--- config.mk ---
export PLATFORM = sky130hd
export DESIGN_NAME = century_wrap_detect
export DESIGN_NICKNAME = d
export VERILOG_FILES = /design/src/rtl/cen_pkg.sv /design/src/rtl/cen_year_tracker.sv /design/src/rtl/cen_sts_flag.sv /design/src/rtl/cen_smi_gen.sv /design/src/rtl/century_wrap_detect.sv
export SDC_FILE = /design/constraint.sdc
export NUM_CORES = 1
export LEC_CHECK = 0
export ABC_AREA = 1
export BUFFER_PORTS_ARGS = -buffer_cell sky130_fd_sc_hd__buf_2
export CAP_MARGIN = 10
export CORE_AREA = 2 2 39 41
export CTS_CLUSTER_DIAMETER = 150
export CTS_CLUSTER_SIZE = 28
export DETAILED_ROUTE_END_ITERATION = 12
export DIE_AREA = 0 0 41 43
export PLACE_DENSITY = 0.56
export SYNTH_ARGS = -nofsm -noshare
export SYNTH_HDL_FRONTEND = slang
export SYNTH_SLANG_ARGS = --single-unit
--- constraint.sdc ---
create_clock -name clk -period 2 [get_ports clk]
set_input_delay 0.4 -clock clk [delete_from_list [all_inputs] [get_ports clk]]
set_output_delay 0.4 -clock clk [all_outputs]
set_load 0.005 [all_outputs]
--- src/rtl/cen_pkg.sv ---
package cen_pkg;

  typedef enum logic [1:0] {
    PWR_RUN   = 2'b00,
    PWR_LIGHT = 2'b01,
    PWR_DEEP  = 2'b10,
    PWR_RSVD  = 2'b11
  } pwr_state_e;

  // Only the full-run state may forward the interrupt.
  function automatic logic is_run(input logic [1:0] code);
    return pwr_state_e'(code) == PWR_RUN;
  endfunction

  // Next value of the sticky flag: a set wins over a clear in the same cycle.
  function automatic logic next_flag(input logic cur, input logic set, input logic clr);
    return set | (cur & ~clr);
  endfunction

endpackage

--- src/rtl/cen_year_tracker.sv ---
module cen_year_tracker #(
  parameter int NDIG = 2,
  localparam int YW = 4 * NDIG
) (
  input  logic          clk,
  input  logic          rst_n,
  input  logic [YW-1:0] year_i,
  input  logic          year_we_i,
  output logic          wrap_o
);

  logic [YW-1:0] last_q;
  logic [YW-1:0] top_year;

  // The largest BCD year: every digit is 9.
  for (genvar g = 0; g < NDIG; g++) begin : g_nines
    assign top_year[4*g +: 4] = 4'h9;
  end

  always_ff @(posedge clk) begin
    if (!rst_n)         last_q <= '0;
    else if (year_we_i) last_q <= year_i;
  end

  assign wrap_o = year_we_i && (last_q == top_year) && (year_i == '0);

endmodule

--- src/rtl/cen_sts_flag.sv ---
module cen_sts_flag (
  input  logic clk,
  input  logic rst_n,
  input  logic set_i,
  input  logic clr_i,
  output logic flag_o
);

  always_ff @(posedge clk) begin
    if (!rst_n) flag_o <= 1'b0;
    else        flag_o <= cen_pkg::next_flag(flag_o, set_i, clr_i);
  end

endmodule

--- src/rtl/cen_smi_gen.sv ---
module cen_smi_gen (
  input  logic clk,
  input  logic rst_n,
  input  logic wrap_i,
  input  logic run_i,
  output logic smi_o
);

  always_ff @(posedge clk) begin
    if (!rst_n) smi_o <= 1'b0;
    else        smi_o <= wrap_i & run_i;
  end

endmodule

--- src/rtl/century_wrap_detect.sv ---
module century_wrap_detect #(
  parameter int NDIG = 2,
  localparam int YEAR_W = 4 * NDIG
) (
  input  logic              clk,
  input  logic              rst_n,
  input  logic [YEAR_W-1:0] year_i,
  input  logic              year_we_i,
  input  logic [1:0]        pwr_state_i,
  input  logic              sts_wr_i,
  input  logic              sts_wdata_i,
  output logic              century_sts_o,
  output logic              smi_pulse_o
);

  // Named internal events, visible to the bound checker.
  logic wrap_evt;
  logic run_now;
  logic clr_evt;

  assign run_now = cen_pkg::is_run(pwr_state_i);
  assign clr_evt = sts_wr_i & sts_wdata_i;

  cen_year_tracker #(.NDIG(NDIG)) trk_i (
    .clk       (clk),
    .rst_n     (rst_n),
    .year_i    (year_i),
    .year_we_i (year_we_i),
    .wrap_o    (wrap_evt)
  );

  cen_sts_flag flag_i (
    .clk    (clk),
    .rst_n  (rst_n),
    .set_i  (wrap_evt),
    .clr_i  (clr_evt),
    .flag_o (century_sts_o)
  );

  cen_smi_gen smi_i (
    .clk    (clk),
    .rst_n  (rst_n),
    .wrap_i (wrap_evt),
    .run_i  (run_now),
    .smi_o  (smi_pulse_o)
  );

endmodule

; ---- Word level (Yosys, flattened, before mapping)
; Index checks and enable logic that the tools add are counted.
[totals]
out_inout_bits = 2
word_cells = 13
register_bits = 10
input_bits = 15
[op_classes]
n_reduce_logical = 4
bitwise = 5
n_eq_ne = 1
[op_table]
columns = operator, n
row1 = equality test 8 bit (second input constant), 1
row2 = logical NOT 8 bit, 1
row3 = AND 1 bit, 3
row4 = logical AND 1 bit, 2
row5 = logical NOT 2 bit, 1
row6 = inverter 1 bit, 1
row7 = bitwise OR 1 bit, 1

; ---- Logic depth before layout (Yosys ltp)
; Gate-level depths: netlist of run 1.
[logic_depth]
word_depth = 4
ltp_mapped = 6
depth_no_buf = 6

; ---- Hierarchy
; From an unflattened synthesis of run 1, not the netlist that was laid out.
[unflattened]
hier_cells = 62
area_unflattened_um2 = 444.2
[by_module_without_submodules]
columns = mod, n_inst, area_per_inst_um2, cells_each, seq_area_each_um2
row1 = cen_year_tracker, 1, 355.3, 49, 160.2
row2 = cen_sts_flag, 1, 43.8, 6, 20.0
row3 = cen_smi_gen, 1, 33.8, 4, 20.0
row4 = century_wrap_detect, 1, 11.3, 3, 0.0

; ---- Least setup slack after synthesis of run 1
; OpenSTA, ideal clock, no wires.
[synth_path]
kind = in2reg
from = input port year_i[6]
to = register flag_i.flag_o
stages = 5
setup_slack_ns = 1.109
t_arrival_ns = 0.825
cell_sequence = nor2_1 > nand2_1 > nor2_1 > nand3_2 > a21oi_2
[synth_via]
elab_chain_len = 3
[synth_lines]
columns = element, line
row1 = "start, declared", century_wrap_detect.sv:7  ; input logic [YEAR_W-1:0] year_i,
row2 = logical NOT 8 bit, cen_year_tracker.sv:25  ; assign wrap_o = year_we_i && (last_q == top_year) && (year_i == '0);
row3 = logical AND 1 bit, cen_year_tracker.sv:25
row4 = bitwise OR 1 bit, cen_pkg.sv:17  ; return set | (cur & ~clr);
row5 = "end signal, assigned", cen_sts_flag.sv:11  ; else flag_o <= cen_pkg::next_flag(flag_o, set_i, clr_i);
row6 = "end, declared", cen_sts_flag.sv:6  ; output logic flag_o
; No other way between the ends.
; A chain may end at the register's enable or synchronous reset.

; ---- Worst setup path in the final report of run 1
[layout_path]
from = register flag_i.flag_o
to = output port century_sts_o
[layout_lines]
columns = element, line
row1 = "end, declared", century_wrap_detect.sv:12  ; output logic century_sts_o,
; No word-level cell between the ends.

==> reports/metrics.cfg, run 1 <==
[outcome]
status=finished, final reports clean

[routing]
vias=401
ant_nets=0
remaining_drc_errors=0
drt-total-wl_um=814
detail_route.wl_per_cell_um=8.95
dr.pass1.iters=4
initialDrtViolationCount=4
viasPerCell=4.41

[clocking]
cts.path.max_buffers=2
ctsHoldBuffers=0
cts_buffers=3
clk_pin_slew_ps=60
cts_tree=yes
clockRootBuffer=clkbuf_4
cts_setup_buffers=0
cts_resized=0
clock-sinks=10
clk_latency_ps=260
htreeDepth=1

[yosys]
synth_warnings=0
syn_inst=57
avgSynthCellArea_um2=7.22
ys_seq_elements=10
yosysSeqAreaShare_pct=48.6
netlist_area_um2=412
syn_nets=72
ys_types=13

[worst_setup_path]
cp_num_buf_inv=1
start_kind=flop
timing.critical_path.arrival_ps=690
critPathKind=reg -> out
worstPathCellList=buf_2
worst-r2r-setup-slack_ps=1110
path_max_fanout=2
crit_required_ps=1600
crit_family=flip-flops
cpPeakStageDelay_ps=320
cp-end-kind=output port
slowest_stage=dfxtp_1

[final_layout]
antenna_cells=0
area_growth_pct=28.6
final_cell_mix=nor2_1, buf_2, dfxtp_1
seq_area_um2=200
final_common_cell=nor2_1
multiInputGateArea_um2=184
fillers=163
drive_above_1_share_pct=30.7
nNetsFinal=92

[timing]
fin_crit_sh_pct=54.5
final_max_slew_viol_count=0
fmax_mhz=917
layout_setup_ws_ps=910
slew_headroom_pct=82.0
finalClockSkew_ps=0.259
setup_viol=0
period_minus_slack_ps=1090
rsz0062_at_grt=false
setup_tns_ps=0
tightest_slew_ps=269
hold_viol_final=0

[global_routing]
grt.overflow.total=0
grt_max_degree=11
grt_pass1_wl_um=1350
antenna_found_initial=0
grtUsageTotal_pct=11.6
grt_pass1_vias=351

[floorplanning]
start_util_pct=29.7
ios=17
core-area_um2=1380
die_area_um2=1760
die_h_um=43
row_count=14
die-width_um=41

[power_and_ir_drop]
leakagePower_nw=0.253
ir_worst_vdd_uv=304
powerDensity_nw_per_um2=737

[placed_design]
port_buffers=16
dp_hpwl_um=629
place_congestion=0.732
dp_slack_ps=901

[hold_path]
hp-class=in -> reg

[flow_run]
cap_violations=0

[kinds of logic after synthesis]
logic type,synth area share [%]
flops,48.6
simple gates,30.4
buf+inv,6.69
compound gates,14.3
[state kept, by name, summed over array words and instances (netlist names)]
register and flops:
flag_i.flag_o 1, trk_i.last_q 8, smi_i.smi_o 1
[worst reg2reg max path: stages, from the launching register on]
cell and delay [ps]:
dfxtp_1 320, nor3b_1 260, nand3_2 130, a21oi_2 120
[cell type report]
cell class                 instances  share of cell area (%)
clock buffer                       3                    4.26
inverter                           6                    4.26
multi-input combinational         40                    34.8
sequential                        10                    37.8
tap                               16                    3.78
timing repair buffer              16                    15.1
[where the power goes]
part           internal [mW]  total, mW  switching [mW]
combinational         0.0199     0.0437          0.0238
sequential             0.210      0.214         0.00391
clock                 0.0692      0.132          0.0628
total                  0.299      0.390          0.0905
[synthesized netlist by cell type]
master / number / share of area, %
a21oi_1: 3 / 3.6
a21oi_2: 1 / 2.1
buf_2: 1 / 1.2
dfxtp_1: 10 / 49
inv_1: 6 / 5.5
nand2_1: 6 / 5.5
nand2_2: 1 / 1.5
nand3_1: 1 / 1.2
nand3_2: 1 / 2.4
nor2_1: 18 / 16
nor2_2: 1 / 1.5
nor3b_1: 1 / 1.8
o21ai_0: 7 / 8.5
[final timing paths]
kind,end,startpoint,cells after the start
worst max-delay path,century_sts_o,flag_i.flag_o,1
worst min register to register,trk_i.last_q[7],trk_i.last_q[7],2
worst min-delay path,smi_i.smi_o,pwr_state_i[0],4
worst max register to register,flag_i.flag_o,trk_i.last_q[4],3
[routing by layer]
layer / share of wire (%) / wire length (µm) / vias to the layer above / GRT usage, %
met1: 48 / 392 / 167 / 15.5
met2: 43 / 352 / 14 / 14.4
met4: 3.1 / 25 / 0 / 10.0
met3: 5.5 / 45 / 4 / 3.14
met5: 0 / 0 / - / 0
li1: - / - / 216 / -
[per-stage QoR]
step | cells | area [µm²] | power (mW) | util (%) | hold WS, ps
floorplan | 57 | 412 | 0.242 | - | 427
global placement | 88 | 507 | 0.263 | 36.6 | 449
detailed placement | 88 | 507 | 0.263 | 36.6 | 448
CTS | 91 | 529 | 0.397 | 38.2 | 367
global route | 91 | 529 | 0.417 | 38.2 | 374
finish | 91 | 529 | 0.390 | 38.2 | 368
(Power assumes the default switching activity.)
==> run 2, diff against run 1 <==
ABC_AREA = 0   (was 1)
PLACE_DENSITY = 0.6   (was 0.56)
clock period = 0.9 ns   (was 2 ns; I/O delays follow)
==> run 2 against run 1 <==
The flow now finishes with violations (negative setup slack). Combinational power up 150%. Critical path depth up 2. First-iteration DRC count down 100%. Sequential share of layout area down 3.1 points. Critical path type is now reg -> reg. Sequential power up 120%. Synthesized area up 5.2%. Global-route usage down 2.0 points. Clock power rose to 3.0 times the previous value. Register-to-register slack worse by 1200 ps.
==> reports/metrics.cfg, run 2 <==
[yosys]
synth.most_common_cell=dfxtp_1
synth_top_cell_area_share_pct=46.2
ys_top_cells_by_count=dfxtp_1, mux2i_1, nor2b_1
yosysSeqAreaShare_pct=46.2
synth-main-ff-cell=dfxtp_1
ys_seq_elements=10
ys_types=13
synthArstFlopShare_pct=0
synth_top_area_cell=dfxtp_1
avgSynthCellArea_um2=11.7
syn_inst=37
synth_warnings=0
netlist_area_um2=433
synth_edf_count=0
synthTopCellsByArea=dfxtp_1, mux2i_1, nor2b_1
syn_nets=52

[placed_design]
place_congestion=0.641
dp_hpwl_um=580
dp_slack_ps=-149
port_buffers=16
dp.cells=70

[power_and_ir_drop]
ir_worst_vdd_uv=915
power_mw=0.977
leakagePower_nw=0.262
powerDensity_nw_per_um2=1680

[timing]
setup_viol=2
final_max_slew_viol_count=0
layout_setup_ws_ps=-82.6
hold_viol_final=0
fin_crit_sh_pct=109
setup_tns_ps=-119
rsz0062_at_grt=true
tightest_slew_ps=216
fmax_mhz=1020
slew_headroom_pct=85.4
finalClockSkew_ps=6.19
period_minus_slack_ps=983

[floorplanning]
die_h_um=43
die_area_um2=1760
ios=17
die-width_um=41
row_count=14
start_util_pct=31.3
core-area_um2=1380

[final_layout]
final_cell_mix=buf_2, dfxtp_1, mux2i_1, nor2b_1, clkbuf_4
area_growth_pct=34.1
antenna_cells=0
drive_above_1_share_pct=44.8
largest_register_ffs=8
instances_no_fill=74
final_common_cell=buf_2
largest-register=trk_i.last_q
reg_top3=trk_i.last_q (8), flag_i.flag_o (1), smi_i.smi_o (1)
final_core_util_pct=42.0
nNetsFinal=74

[worst_setup_path]
path_max_fanout=2
rr_startpoint=trk_i.last_q[5]
cp-end-kind=flop
critPathLaunch=trk_i.last_q[5]
reg2reg_depth=3
critPathKind=reg -> reg
crit_required_ps=1070
start_kind=flop
endpoint=smi_i.smi_o
timing.critical_path.arrival_ps=1160
timing.rr.end=smi_i.smi_o
worst-r2r-setup-slack_ps=-80

[hold_path]
hp-class=in -> reg

[global_routing]
use_met1_pct=10.4
grt_use_met2_pct=14.1
grtUsageTotal_pct=9.58
use_met3_pct=4.71
antenna_found_initial=0
busiest_layer=met2
grt_pass1_vias=294
grt_max_degree=10
grt_pass1_wl_um=1090
grt.overflow.total=0

[outcome]
violations=negative setup slack
status=finished with violations

[routing]
remaining_drc_errors=0
viasPerCell=4.58
initialDrtViolationCount=0
dr.pass1.iters=1
vias=339
drt-total-wl_um=729
ant_nets=0
detail_route.wl_per_cell_um=9.85

[clocking]
cts_tree=yes
htreeDepth=1
clock-sinks=10
clk_latency_ps=260
clockRootBuffer=clkbuf_4
cts_buffers=3
cts_setup_buffers=0
cts.path.max_buffers=2
clk_pin_slew_ps=70
ctsHoldBuffers=0

[flow_run]
cap_violations=0

## run 2: cell types whose count changed in the layout (fill, tap and decap cells not counted), sizes merged, moves of 5 or more
cell   delta
nor2b     +8
inv       -6
nor2     -19
nand2     -5
mux2i     +8
o21ai     -6
## run 2: worst max-delay path, stage by stage, from the launching register on
cell	delay (ps)
dfxtp_2	330
nor4b_4	200
nand4b_1	150
nor4_2	220
## run 2: how the worst min path moves through the flow
| stage | to | cells after the start | slack, ps | startpoint |
|---|---|---|---|---|
| floorplan | smi_i.smi_o | 1 | 250 | pwr_state_i[1] |
| global placement | smi_i.smi_o | 2 | 360 | pwr_state_i[1] |
| detailed placement | smi_i.smi_o | 2 | 360 | pwr_state_i[1] |
| CTS | smi_i.smi_o | 2 | 80 | pwr_state_i[1] |
| global route | smi_i.smi_o | 2 | 80 | pwr_state_i[1] |
| finish | smi_i.smi_o | 2 | 90 | pwr_state_i[1] |
## run 2: through the flow
step,hold WS [ps],area [µm²]
after floorplan,251,433
after global placement,360,537
after detailed placement,361,537
after CTS,77.9,581
after global routing,80.7,581
final,88.4,581
## run 2: cell families (layout without fill, tap and decap cells)
kind of cell / after synthesis / after routing / share of synthesized area, %
simple gates: 17 / 17 / 31.5
flops: 10 / 10 / 46.2
mux: 8 / 8 / 18.5
compound gates: 1 / 1 / 1.15
buf+inv: 1 / 22 / 2.60
## run 2: timing repair
item,CTS,global route
endpoints found under the hold margin,0,0
endpoints found under the setup margin,2,2
cloned,0,0
gates resized for setup,2,0
pin swaps,4,3
## run 2: where the power goes
group | internal (mW) | total (mW) | switching (mW)
clock network | 0.245 | 0.395 | 0.150
logic | 0.0646 | 0.108 | 0.0430
registers | 0.464 | 0.474 | 0.0102
## run 2: layout make-up
cell class,count,area [µm²]
clock buffer,4,36.3
fill,146,803
multi-input combinational,26,228
sequential,10,201
tap,16,20.0
timing repair buffer,18,95.1
## run 2: layer usage
layer | up-vias | wire length, µm
li1 | 177 | -
met1 | 153 | 320
met2 | 9 | 365
met3 | 0 | 43
met4 | 0 | 0
met5 | - | 0
==> run 3, diff against run 2 <==
ABC_AREA = 1   (was 0)
PLACE_DENSITY = 0.59   (was 0.6)
==> run 3 against run 2 <==
Hold slack better by 51 ps. Sequential share of layout area up 2.7 points. Wire length is 26% higher. Clock skew decreased by 4.4 ps. Critical endpoint is now flag_i.flag_o. Power fell by 8.5%. Utilization decreased by 2.5 points. Highest routed layer is now met4. Flip-flop and latch count is the same. The flow now finishes without violations. Global-route usage increased by 2.7 points. Clock power is 22% lower. Final cell count is 24% higher. Critical path depth is 2 higher. Die area is the same.
==> reports/metrics.cfg, run 3 (synthesis results as in run 1) <==
[clocking]
clockRootBuffer=clkbuf_4
ctsHoldBuffers=0
cts_resized=0
cts_tree=yes
clock-sinks=10
clk_latency_ps=270
cts.path.max_buffers=2
cts_setup_buffers=0
clk_pin_slew_ps=60
cts_buffers=3
htreeDepth=1

[global_routing]
grt_pass1_wl_um=1390
grtUsageTotal_pct=12.3
grt_use_met2_pct=17.2
grt.overflow.total=0
use_met1_pct=14.0
antenna_found_initial=0
busiest_layer=met2
grt_max_degree=11
grt_pass1_vias=362
use_met3_pct=3.14

[worst_setup_path]
reg2reg_depth=5
critPathKind=reg -> reg
timing.critical_path.arrival_ps=1080
start_kind=flop
crit_required_ps=1110
timing.rr.end=flag_i.flag_o
rr_startpoint=trk_i.last_q[2]
cp-end-kind=flop
worst-r2r-setup-slack_ps=20
path_max_fanout=2

[hold_path]
min-delay-start=pwr_state_i[0]
min_path_cells=4
hp-class=in -> reg
holdPathEnd=smi_i.smi_o

[timing]
fmax_mhz=1140
fin_crit_sh_pct=97.4
setup_tns_ps=0
setup_viol=0
slew_headroom_pct=82.8
period_minus_slack_ps=877
tightest_slew_ps=257
rsz0062_at_grt=true
finalClockSkew_ps=1.76
layout_setup_ws_ps=23.1
final_max_slew_viol_count=0
whs_ps=139
hold_viol_final=0

[final_layout]
fillers=155
antenna_cells=0
instances_no_fill=92
final_core_util_pct=39.4
drive_above_1_share_pct=38.2
largest_register_ffs=8
reg_top3=trk_i.last_q (8), flag_i.flag_o (1), smi_i.smi_o (1)
largest-register=trk_i.last_q
final_cell_mix=nor2_1, buf_2, o21ai_0, dfxtp_1
nNetsFinal=93
area_growth_pct=32.5
final_area_um2=546

[routing]
detail_route.wl_per_cell_um=9.96
dr.pass1.iters=4
remaining_drc_errors=0
vias=416
ant_nets=0
initialDrtViolationCount=7
drt-total-wl_um=916
viasPerCell=4.52

[floorplanning]
row_count=14
core-area_um2=1380
die-width_um=41
die_h_um=43
ios=17
die_area_um2=1760
start_util_pct=29.7

[power_and_ir_drop]
ir_worst_vdd_uv=630
leakagePower_nw=0.259
power_mw=0.893
powerDensity_nw_per_um2=1640

[placed_design]
port_buffers=16
dp_slack_ps=20.4
placed_cell_area_um2=514
dp_hpwl_um=674
place_congestion=0.684
dp.cells=89

[outcome]
status=finished, final reports clean

[flow_run]
cap_violations=0

## run 3: area by class of cell
class / count / area (µm²) / share of cell area, %
sequential: 10 / 204 / 37.4
multi-input combinational: 40 / 189 / 34.6
timing repair buffer: 17 / 87.6 / 16.1
clock buffer: 3 / 22.5 / 4.13
inverter: 6 / 22.5 / 4.13
tap: 16 / 20.0 / 3.67
## run 3: metal layers
| layer | wire length (µm) | up-vias |
|---|---|---|
| met5 | 0 | - |
| met4 | 28 | 0 |
| met3 | 82 | 4 |
| met2 | 396 | 18 |
| met1 | 409 | 177 |
| li1 | - | 217 |
## run 3: worst max-delay path by stage
stage	start	to	slack [ps]	cells past startpoint
4_1_cts	trk_i.last_q[0]	flag_i.flag_o	4	6
3_5_place_dp	trk_i.last_q[0]	flag_i.flag_o	20	6
2_1_floorplan	trk_i.last_q[0]	flag_i.flag_o	100	6
3_3_place_gp	trk_i.last_q[0]	flag_i.flag_o	30	6
5_1_grt	trk_i.last_q[2]	flag_i.flag_o	-50	5
6_report	trk_i.last_q[2]	flag_i.flag_o	20	5
## run 3: power breakdown
group          total (mW)  internal [mW]  switching [mW]
Combinational       0.103         0.0477          0.0558
Clock               0.310          0.155           0.156
Sequential          0.479          0.469          0.0103
## run 3: critical path, cell delays in order, from the launching register on
cell	delay, ps
dfxtp_2	320
nor2_2	90
nand3_1	90
nor2_2	120
nand3_2	80
a21oi_2	120
